===== config.mk =====
export PLATFORM = sky130hd
export DESIGN_NAME = hop_packet_framer
export DESIGN_NICKNAME = d
export VERILOG_FILES = /design/src/rtl/hop_packet_framer.sv
export SDC_FILE = /design/constraint.sdc
export NUM_CORES = 1
export LEC_CHECK = 0
export BUFFER_PORTS_ARGS = -buffer_cell sky130_fd_sc_hd__buf_2
export CAP_MARGIN = 25
export CORE_UTILIZATION = 52
export CTS_CLUSTER_SIZE = 40
export DETAILED_ROUTE_END_ITERATION = 6
export PLACE_DENSITY = 0.86
export SLEW_MARGIN = 30
export SYNTH_ARGS = -nofsm -noshare
export SYNTH_HDL_FRONTEND = slang
export SYNTH_SLANG_ARGS = --single-unit

===== constraint.sdc =====
create_clock -name clk -period 3.35 [get_ports clk]
set_input_delay 0.335 -clock clk [delete_from_list [all_inputs] [get_ports clk]]
set_output_delay 0.335 -clock clk [all_outputs]
set_load 0.05 [all_outputs]

===== src/rtl/hop_packet_framer.sv =====
module hop_packet_framer #(
  parameter int          NSAMP     = 96,
  parameter logic [31:0] SYNC_WORD = 32'hD391D391,
  parameter int          NBANDS    = 3,
  parameter int          HOPS      = 4,
  localparam int         IW        = $clog2(NSAMP),
  localparam int         BW        = $clog2(NBANDS),
  localparam int         CW        = $clog2(NBANDS * HOPS)
) (
  input  logic          clk,
  input  logic          rst_n,
  input  logic          start,
  input  logic [BW-1:0] band_sel,
  input  logic [7:0]    dev_addr,
  output logic [IW-1:0] smp_idx,
  input  logic [15:0]   smp_data,
  output logic [7:0]    tx_data,
  output logic          tx_valid,
  input  logic          tx_ready,
  output logic          tx_last,
  output logic [CW-1:0] chan
);
  localparam int PLD   = 2 * NSAMP;
  localparam int TOTAL = 12 + PLD;
  localparam int PW    = $clog2(TOTAL);
  localparam int HW    = $clog2(HOPS);
  localparam logic [PW-1:0] P_SYNC = PW'(4);
  localparam logic [PW-1:0] P_LEN  = PW'(8);
  localparam logic [PW-1:0] P_ADDR = PW'(9);
  localparam logic [PW-1:0] P_PAY  = PW'(10);
  localparam logic [PW-1:0] P_CRC  = PW'(10 + PLD);
  localparam logic [PW-1:0] P_END  = PW'(TOTAL - 1);
  localparam logic [7:0]    LEN_V  = 8'(PLD + 1);

  function automatic logic [8:0] pn9_adv(input logic [8:0] s);
    for (int i = 0; i < 8; i++) s = {s[0] ^ s[5], s[8:1]};
    return s;
  endfunction

  function automatic logic [15:0] crc_upd(input logic [15:0] c, input logic [7:0] b);
    for (int i = 7; i >= 0; i--) begin
      logic fb;
      fb = c[15] ^ b[i];
      c  = {c[14:0], 1'b0};
      if (fb) c = c ^ 16'h8005;
    end
    return c;
  endfunction

  logic          busy;
  logic [PW-1:0] pos;
  logic [8:0]    lfsr;
  logic [15:0]   crc;
  logic [HW-1:0] hop;
  logic [BW-1:0] band_q;
  logic [7:0]    addr_q;
  logic [7:0]    clear;
  logic [PW-1:0] off;
  logic [BW-1:0] band_in;

  assign band_in  = (int'(band_sel) >= NBANDS) ? BW'(NBANDS - 1) : band_sel;
  assign off      = pos - P_PAY;
  assign smp_idx  = (pos >= P_PAY && pos < P_CRC) ? IW'(off >> 1) : '0;
  assign tx_valid = busy;
  assign tx_last  = busy && (pos == P_END);
  assign tx_data  = clear ^ ((pos >= P_LEN) ? lfsr[7:0] : 8'h00);
  assign chan     = CW'(int'(band_q) * HOPS + int'(hop));

  always_comb begin
    if (pos < P_SYNC)       clear = 8'hAA;
    else if (pos < P_LEN)   clear = 8'(SYNC_WORD >> {3'd7 - pos[2:0], 3'b000});
    else if (pos == P_LEN)  clear = LEN_V;
    else if (pos == P_ADDR) clear = addr_q;
    else if (pos < P_CRC)   clear = off[0] ? smp_data[7:0] : smp_data[15:8];
    else if (pos == P_CRC)  clear = crc[15:8];
    else                    clear = crc[7:0];
  end

  always_ff @(posedge clk or negedge rst_n) begin
    if (!rst_n) begin
      busy   <= 1'b0;
      pos    <= '0;
      lfsr   <= 9'h1FF;
      crc    <= 16'hFFFF;
      hop    <= '0;
      band_q <= '0;
      addr_q <= '0;
    end else if (!busy) begin
      if (start) begin
        busy   <= 1'b1;
        pos    <= '0;
        lfsr   <= 9'h1FF;
        crc    <= 16'hFFFF;
        band_q <= band_in;
        addr_q <= dev_addr;
      end
    end else if (tx_ready) begin
      if (pos >= P_LEN) lfsr <= pn9_adv(lfsr);
      if (pos >= P_LEN && pos < P_CRC) crc <= crc_upd(crc, clear);
      if (pos == P_END) begin
        busy <= 1'b0;
        hop  <= (int'(hop) == HOPS - 1) ? '0 : hop + 1'b1;
      end else begin
        pos <= pos + 1'b1;
      end
    end
  end
endmodule



==> impl_metrics.yaml, run 1 <==
critical_path:
  cp_max_fo: 5
  cpMaxStageDelayCell: "or4b_4"
  end_kind: "primary output"
  critical_path_required_ns: 3.01
  cp_cell_sequence: "ha_1 > or4b_4 > nor2_4 > buf_4 > nand2_1 > a31oi_1 > o21ai_0 > xor2_1 > a21oi_1 > clkbuf_4"
  worstSetupPathType: "reg2out"
  start_kind: "register"
  cp_slowest_stage_delay_ns: 0.52
  worst-r2r-setup-slack_ns: 0.10
  arrival_ns: 2.93
clocking:
  clockRootBuffer: "clkbuf_8"
  cts_tree: "built"
  cts.clk_slew.worst_paths_ns: 0.09
  clock-sinks: 46
  h-tree-depth: 2
  clock_tree.buffer_depth: 2
  numCtsBuffers: 5
  clkLatencyLatePin_ns: 0.31
  hold_buffers: 0
detailed_routing:
  viasPerCell: 5.90
  drt_wl_total_um: 9100
  drtAntennaViolNets: 0
  drcViolationCount: 0
  avgRoutedWirePerCell_um: 16.9
  dr_total_vias: 3168
  dr.pass1.iters: 5
  drt_iter0_markers: 233
place:
  io_buffer_count: 50
  placed_cell_area_um2: 3810
  dp_hpwl_um: 6760
  gp_congestion: 0.968
floorplanning:
  core_um2: 6060
  die_w_um: 82.0
  start_util: 0.550
  fp.dieH_um: 82.0
  die_area_um2: 6730
  row_count: 28
  ios: 51
layout:
  final_cell_area_um2: 4000
  area_growth_pct: 20.0
  final_nets: 498
  layout-drive-gt1-share: 0.320
  antenna_cells: 0
  fillCellCount: 524
global_route:
  grt_overflow_total: 0
  antenna_found_initial: 0
  grt_usage: 0.296
  grt_pass1_vias: 2951
  grt_pass1_wl_um: 14900
  grt_max_degree: 47
sta:
  fin_crit_ns: 3.26
  fin_hold_ws_ns: 0.000432
  maxSlewHeadroom: 0.551
  final-setup-viol-count: 0
  finalHoldViolations: 0
  drv_slew: 0
  period_share: 0.973
  worst_pin_slew_ns: 0.673
  max_freq_mhz: 307
  rsz0062_at_grt: "yes"
  fin_skew_ns: 0.00732
synthesis:
  yosys_warnings: 0
  synth-edff-count: 0
  netlist-cell-type-count: 58
  avgSynthCellArea_um2: 8.46
  ys_ff_latch: 46
  synthCells: 394
  synth_flop_cell: "dfstp_2"
  async_flop_share: 1.00
  synth_fp_nets: 431
  synth_seq_area_share: 0.355
  syn_area_um2: 3330
run:
  cap_viol_max_count: 0
outcome:
  run_status: "complete, no violations"
min_path:
  min_path_type: "in2async"
sequential cells by signal, summed over array words and instances (netlist names):
signal,flops
band_q,2
addr_q,8
crc,16
hop,2
tx_valid,1
lfsr,9
pos,8
worst paths after layout:
check | from | end | cells past startpoint
max | pos[1]$_DFFE_PN0P_ | tx_data[0] | 10
min | rst_n | pos[7]$_DFFE_PN0P_ | 1
max reg2reg | pos[1]$_DFFE_PN0P_ | crc[0]$_DFFE_PN1P_ | 11
min reg2reg | band_q[0]$_DFFE_PN0P_ | band_q[0]$_DFFE_PN0P_ | 2
max in group asynchronous | rst_n | lfsr[4]$_DFFE_PN1P_ | 1
min in group clk | dev_addr[0] | addr_q[0]$_DFFE_PN0P_ | 3
cells in the mapped netlist (4+ instances only):
library cell  count  area (um^2)
nand2b_1          6         37.5
dfrtp_1          21          526
a21o_1            6         45.0
nand2_1          59          221
nor3_1           15         75.1
a31oi_1           8         50.1
nand3_1          14         70.1
xor2_1           15          131
mux2i_1           7         70.1
buf_2             6         30.0
a21oi_1          31          155
dfstp_2          25          657
nor2b_1           4         25.0
clkbuf_1         13         48.8
a211oi_1          7         52.6
nor2_1           45          169
xnor2_1          26          228
o21ai_0          19         95.1
ha_1              7         87.6
inv_1             7         26.3
stage by stage:
step                cells   util  setup slack (ns)  setup TNS (ns)
finish                537  0.660            0.0896               0
global route          537  0.660           -0.0433         -0.0433
detailed placement    527  0.629          -0.00701        -0.00701
CTS                   535  0.645            0.0184               0
floorplan             394      -           0.00902               0
global placement      527  0.628            0.0644               0
cell families (layout without fill, tap and decap cells):
family / count (synthesis) / in the layout / share of synthesized area
buffers and inverters: 30 / 98 / 0.0417
AO/OA/AOI/OAI: 98 / 98 / 0.190
XOR/XNOR: 44 / 44 / 0.128
multiplexers: 10 / 10 / 0.0334
AND/OR/NAND/NOR: 159 / 159 / 0.225
adder cells (fa/ha/maj): 7 / 7 / 0.0263
flip-flops: 46 / 46 / 0.355
metal layers:
| metal | global-route usage | vias to the layer above | share of wire |
|---|---|---|---|
| li1 | - | 1506 | - |
| met1 | 0.413 | 1515 | 0.46 |
| met2 | 0.474 | 132 | 0.47 |
| met3 | 0.0511 | 15 | 0.059 |
| met4 | 0.0789 | 0 | 0.017 |
| met5 | 0 | - | 0 |
cell type report:
type                    count  area, um^2  area share
multi-input cells         318        2110       0.528
flip-flops and latches     46        1180       0.296
repair buffers             82         495       0.124
well taps                  75        93.8      0.0235
clock buffers               5        68.8      0.0172
inverters                   8        30.0     0.00751
clock inverters             3        16.3     0.00407
cell usage in the layout (no fill, tap or decap), types with 3 or more instances in the layout:
| master | synthesis | layout |
|---|---|---|
| xnor2_2 | 0 | 3 |
| nand3_1 | 14 | 14 |
| buf_2 | 6 | 48 |
| nor2b_1 | 4 | 3 |
| nand2b_1 | 6 | 6 |
| dfstp_2 | 25 | 25 |
| xnor2_1 | 26 | 23 |
| clkbuf_8 | 0 | 5 |
| a31oi_1 | 8 | 8 |
| o21a_1 | 3 | 3 |
| dfrtp_1 | 21 | 21 |
| buf_4 | 1 | 33 |
| mux2i_1 | 7 | 6 |
| inv_1 | 7 | 6 |
| nor3_1 | 15 | 13 |
| xor2_1 | 15 | 15 |
| o311a_1 | 3 | 3 |
| a21o_1 | 6 | 5 |
| o21ai_0 | 19 | 19 |
| ha_1 | 7 | 6 |
| a211oi_1 | 7 | 4 |
| nor2_1 | 45 | 45 |
| a21oi_1 | 31 | 29 |
| nand2_1 | 59 | 59 |
| a211oi_2 | 1 | 3 |
| o211ai_1 | 3 | 3 |
what timing repair did:
| action | in CTS | in global routing |
|---|---|---|
| setup endpoints to repair | 1 | 2 |
| buffers inserted | 0 | 2 |
| gates resized for setup | 2 | 14 |
| gates cloned | 0 | 0 |
| pin swaps | 0 | 1 |
critical path: cells and delay by family, from the launching register on:
family                     cells  cell delay (ns)
AOI/OAI and AO/OA              3             0.67
xor gates and xnor gates       1             0.17
adders and majority gates      1             0.23
buffers and inverters          2             0.42
DFF                            1             0.43
and+or+nand+nor                3             0.71
Power of run 1 is not shown: default switching activity piles up to over one toggle a cycle in this logic, so the estimate is an artifact.
==> run 2, diff against run 1 <==
Settings changed: HOLD_SLACK_MARGIN set to 0.15.
==> run 2 against run 1 <==
Effect of this change:
- non-clock buffer count is 1 higher
- core utilization is 0.17 points higher
- die area stayed put
- critical path depth stayed put
- worst hold slack better by 0.21 ns
- highest routed layer unchanged
==> impl_metrics.yaml, run 2 (synthesis results as in run 1) <==
sta:
  period_share: 0.978
  fin_hold_ws_ns: 0.214
  worst_pin_slew_ns: 0.668
  drv_slew: 0
  finalWorstSetupSlack_ns: 0.0726
  rsz0062_at_grt: "yes"
  fin_crit_ns: 3.28
  maxSlewHeadroom: 0.554
  final-setup-viol-count: 0
  max_freq_mhz: 305
  fin_skew_ns: 0.00736
  finalHoldViolations: 0
  tns_ns: 0
detailed_routing:
  dr_total_vias: 3153
  drcViolationCount: 0
  dr.pass1.iters: 6
  drt_iter0_markers: 204
  drtAntennaViolNets: 0
  viasPerCell: 5.86
  drt_wl_total_um: 9000
  avgRoutedWirePerCell_um: 16.7
floorplanning:
  die_w_um: 82.0
  row_count: 28
  core_um2: 6060
  ios: 51
  start_util: 0.550
  die_area_um2: 6730
  fp.dieH_um: 82.0
global_route:
  grt_pass1_vias: 2951
  grt_usage: 0.296
  grt_overflow_total: 0
  antenna_found_initial: 0
  grt_pass1_wl_um: 14900
  grt_max_degree: 47
layout:
  final_cell_area_um2: 4010
  ff_latch_area_um2: 1180
  top_register: "crc"
  area_growth_pct: 20.3
  multi_input_area_um2: 2110
  layout_common_cells: "nand2_1 (59), buf_2 (48), nor2_1 (45), buf_4 (33), a21oi_1 (29)"
  final_nets: 499
  fillCellCount: 522
  final_common_cell: "nand2_1"
  antenna_cells: 0
  layout-drive-gt1-share: 0.320
  largest_reg_flops: 16
  reg.largest.list: "crc (16), lfsr (9)"
critical_path:
  end_kind: "primary output"
  cp_cell_sequence: "ha_1 > or4b_4 > nor2_4 > buf_4 > nand2_1 > a31oi_1 > o21ai_0 > xor2_1 > a21oi_1 > clkbuf_4"
  arrival_ns: 2.94
  worstSetupPathType: "reg2out"
  cpMaxStageDelayCell: "or4b_4"
  cp_slowest_stage_delay_ns: 0.52
  crit_buf_inv: 2
  cp_max_fo: 5
  worst_path_dominant_cell_family: "simple AND/OR/NAND/NOR gates"
  start_kind: "register"
  critical_path_required_ns: 3.01
clocking:
  clock_tree.buffer_depth: 2
  h-tree-depth: 2
  numCtsBuffers: 5
  clockRootBuffer: "clkbuf_8"
  clkLatencyLatePin_ns: 0.31
  cts_tree: "built"
  clock-sinks: 46
  cts.clk_slew.worst_paths_ns: 0.09
place:
  dp_slack_ns: -0.00701
  io_buffer_count: 50
  dp_hpwl_um: 6760
  gp_congestion: 0.968
  placed_cell_area_um2: 3810
outcome:
  run_status: "complete, no violations"
min_path:
  min_path_type: "in2reg"
run:
  cap_viol_max_count: 0
-- run 2: through the flow --
stage                     utilization  instances
after floorplan                     -        394
after global placement          0.628        527
after detailed placement        0.629        527
after CTS                       0.645        535
after global routing            0.661        538
final                           0.661        538
-- run 2: layer usage --
metal	share of wire	global-route usage	vias up
met1	0.45	0.413	1502
met4	0.017	0.0789	0
met5	0	0	-
met2	0.47	0.474	125
met3	0.058	0.0511	15
li1	-	-	1511
-- run 2: area by class of cell --
cell class / instances / share of cell area
Tap cell: 75 / 0.0234
Timing Repair Buffer: 83 / 0.126
Sequential cell: 46 / 0.295
Multi-Input combinational cell: 318 / 0.527
Clock buffer: 5 / 0.0172
Inverter: 8 / 0.00749
Clock inverter: 3 / 0.00406
-- run 2: what timing repair did --
| item | in CTS | in global routing |
|---|---|---|
| endpoints found under the setup margin | 1 | 2 |
| gates resized for setup | 2 | 14 |
| setup buffers | 0 | 2 |
| pin swaps | 0 | 1 |
| hold endpoints to repair | 0 | 21 |
| hold buffers | 0 | 1 |
-- run 2: tightest hold or removal path, stage by stage --
cell and delay, ns:
buf_2 0.07, nand2_1 0.04, nand2_1 0.04
-- run 2: worst paths after layout --
check | from | cells past startpoint | end | slack (ns)
max in group asynchronous | rst_n | 2 | lfsr[4]$_DFFE_PN1P_ | 2.40
min | dev_addr[0] | 3 | addr_q[0]$_DFFE_PN0P_ | 0.21
min reg2reg | band_q[0]$_DFFE_PN0P_ | 2 | band_q[0]$_DFFE_PN0P_ | 0.48
max reg2reg | pos[1]$_DFFE_PN0P_ | 11 | crc[0]$_DFFE_PN1P_ | 0.09
min in group asynchronous | rst_n | 2 | pos[7]$_DFFE_PN0P_ | 0.55
max | pos[1]$_DFFE_PN0P_ | 10 | tx_data[0] | 0.07
Power of run 2 is left out for the same reason.
==> run 3, diff against run 2 <==
Settings changed: ABC_AREA set to 1, CAP_MARGIN 25 to not set.
==> run 3 against run 2 <==
Effect of this change:
- fmax increased by 8.0%
- cell count increased by 6.1%
- worst hold slack improved by 0.016 ns
- sequential cell count unchanged
- first-iteration DRC count increased by 47%
- sequential share of layout area increased by 2.5 points
- core utilization decreased by 4.2 points
- synthesized area decreased by 2.6%
- count of clock-buffer cells in the layout unchanged
- global-route usage decreased by 3.3 points
- critical path type unchanged
==> impl_metrics.yaml, run 3 <==
place:
  placed_cell_area_um2: 3590
  io_buffer_count: 50
  gp_congestion: 0.963
  dp_hpwl_um: 6060
floorplanning:
  row_count: 28
  fp.dieH_um: 81.0
  core_um2: 5960
  die_area_um2: 6560
  ios: 51
  start_util: 0.545
  die_w_um: 81.0
global_route:
  grt_pass1_vias: 2950
  grt_pass1_wl_um: 13200
  grt_usage: 0.264
  grt_overflow_total: 0
  antenna_found_initial: 0
  grt_max_degree: 47
sta:
  max_freq_mhz: 330
  fin_skew_ns: 0.00886
  worst_pin_slew_ns: 0.860
  finalHoldViolations: 0
  drv_slew: 0
  fin_crit_ns: 3.03
  period_share: 0.906
  tns_ns: 0
  maxSlewHeadroom: 0.422
  final-setup-viol-count: 0
  rsz0062_at_grt: "no"
critical_path:
  worstReg2RegEnd: "crc[15]$_DFFE_PN1P_"
  worst-r2r-setup-slack_ns: 0.33
  r2r_cells: 21
  r2r-start: "pos[2]$_DFFE_PN0P_"
  cp_cell_sequence: "inv_1 > ha_1 > inv_1 > nor2_2 > nand2_2 > o21ai_0 > a21oi_1 > o21ai_0 > nand2_1 > xor2_1 > buf_2"
  cp_max_fo: 14
  end_kind: "primary output"
  arrival_ns: 2.70
  worstSetupPathType: "reg2out"
  crit_path_start: "pos[2]$_DFFE_PN0P_"
  cp-endpoint: "tx_data[0]"
  start_kind: "register"
  cp_slowest_stage_delay_ns: 0.48
  cpMaxStageDelayCell: "dfrtp_1"
  critical_path_required_ns: 3.01
detailed_routing:
  dr.pass1.iters: 5
  viasPerCell: 5.41
  dr_total_vias: 3089
  avgRoutedWirePerCell_um: 14.1
  drtAntennaViolNets: 0
  drt_wl_total_um: 8030
  drt_iter0_markers: 300
  drcViolationCount: 0
min_path:
  min_path_type: "in2reg"
synthesis:
  synth_flop_cell: "dfstp_2"
  synthDominantCellAreaShare: 0.202
  syn_area_um2: 3250
  synth_top_area_cell: "dfstp_2"
  async_flop_share: 1.00
  synthTopCellsByCount: "nand2_1 (103), inv_1 (53), nor2_1 (40)"
  yosysMostFrequentCell: "nand2_1"
  ys_ff_latch: 46
  netlist-cell-type-count: 44
  synth_seq_area_share: 0.364
  synthCells: 440
  synth_fp_nets: 477
  yosys_warnings: 0
  avgSynthCellArea_um2: 7.38
  synth-edff-count: 0
  synth_area_leaders: "dfstp_2 (20%), dfrtp_1 (16%), nand2_1 (12%), inv_1 (6.1%), nor2_1 (4.6%)"
clocking:
  h-tree-depth: 2
  clockRootBuffer: "clkbuf_8"
  cts_setup_buffers: 0
  cts_resized: 0
  numCtsBuffers: 5
  clock-sinks: 46
  clock_tree.buffer_depth: 2
  cts_tree: "built"
  cts.clk_slew.worst_paths_ns: 0.10
  clkLatencyLatePin_ns: 0.31
layout:
  area_growth_pct: 13.6
  final_nets: 532
  antenna_cells: 0
  fin_util: 0.620
  final_common_cell: "nand2_1"
  reg.largest.list: "crc (16), lfsr (9)"
  layout-drive-gt1-share: 0.274
  layout_common_cells: "nand2_1 (103), inv_1 (53), buf_2 (49), nor2_1 (40)"
  top_register: "crc"
  ff_latch_area_um2: 1180
  multi_input_area_um2: 1780
  largest_reg_flops: 16
  fillCellCount: 553
  final_cell_area_um2: 3690
power_and_ir_drop:
  ir_drop_mv: 1.24
  total_power_mw: 4.31
  leakage_nw: 1.93
  powerDensity_nw_per_um2: 1170
outcome:
  run_status: "complete, no violations"
run:
  cap_viol_max_count: 0
==> run 3: routing by layer <==
metal / global-route usage / part of all wire / up-vias
li1: - / - / 1531
met1: 0.351 / 0.46 / 1415
met2: 0.428 / 0.45 / 126
met3: 0.0416 / 0.067 / 17
met4: 0.105 / 0.021 / 0
met5: 0 / 0 / -
==> run 3: cell type report <==
type,count,area share
Tap cell,75,0.0254
Timing Repair Buffer,58,0.0855
Multi-Input combinational cell,324,0.483
Clock buffer,5,0.0187
Clock inverter,3,0.00576
Sequential cell,46,0.320
Inverter,60,0.0617
==> run 3: how the worst min path moves through the flow <==
stage,from,end,depth (start not counted)
floorplan,rst_n,addr_q[0]$_DFFE_PN0P_,0
global placement,addr_q[3]$_DFFE_PN0P_,addr_q[3]$_DFFE_PN0P_,2
detailed placement,rst_n,hop[1]$_DFFE_PN0P_,1
CTS,dev_addr[3],addr_q[3]$_DFFE_PN0P_,3
global route,band_sel[0],band_q[0]$_DFFE_PN0P_,2
finish,dev_addr[6],addr_q[6]$_DFFE_PN0P_,3
==> run 3: logic make-up after synthesis <==
family                     synth area share
buffers and inverters                0.0875
muxes                               0.00694
adders and majority gates            0.0270
xor gates and xnor gates             0.0559
and+or+nand+nor                       0.300
DFF                                   0.364
AOI/OAI and AO/OA                     0.158
==> run 3: power breakdown <==
group          switching, mW  total (mW)  internal (mW)
combinational           2.00        2.86          0.855
sequential             0.227        1.10          0.873
clock                  0.206       0.353          0.147
==> run 3: timing repair <==
action / in CTS / in global routing
hold buffers: 1 / 0
hold endpoints to repair: 21 / 0
endpoints found under the setup margin: 0 / 0
==> run 3: worst max-delay path, delay by kind of cell, from the launching register on <==
family                   cells  cell delay [ns]
AO/OA/AOI/OAI                3             0.48
XOR/XNOR                     1             0.21
adder cells (fa/ha/maj)      1             0.17
buffers and inverters        3             0.53
flip-flops                   1             0.48
AND/OR/NAND/NOR              3             0.53
==> run 3: per-stage QoR <==
| step | setup slack, ns | hold WS (ns) | cells |
|---|---|---|---|
| CTS | 0.369 | 0.227 | 571 |
| global placement | 0.570 | 0.460 | 562 |
| floorplan | 0.623 | 0.0394 | 440 |
| detailed placement | 0.424 | 0.377 | 562 |
| global route | 0.00681 | 0.235 | 571 |
| finish | 0.316 | 0.231 | 571 |
(Power assumes the default switching activity.)
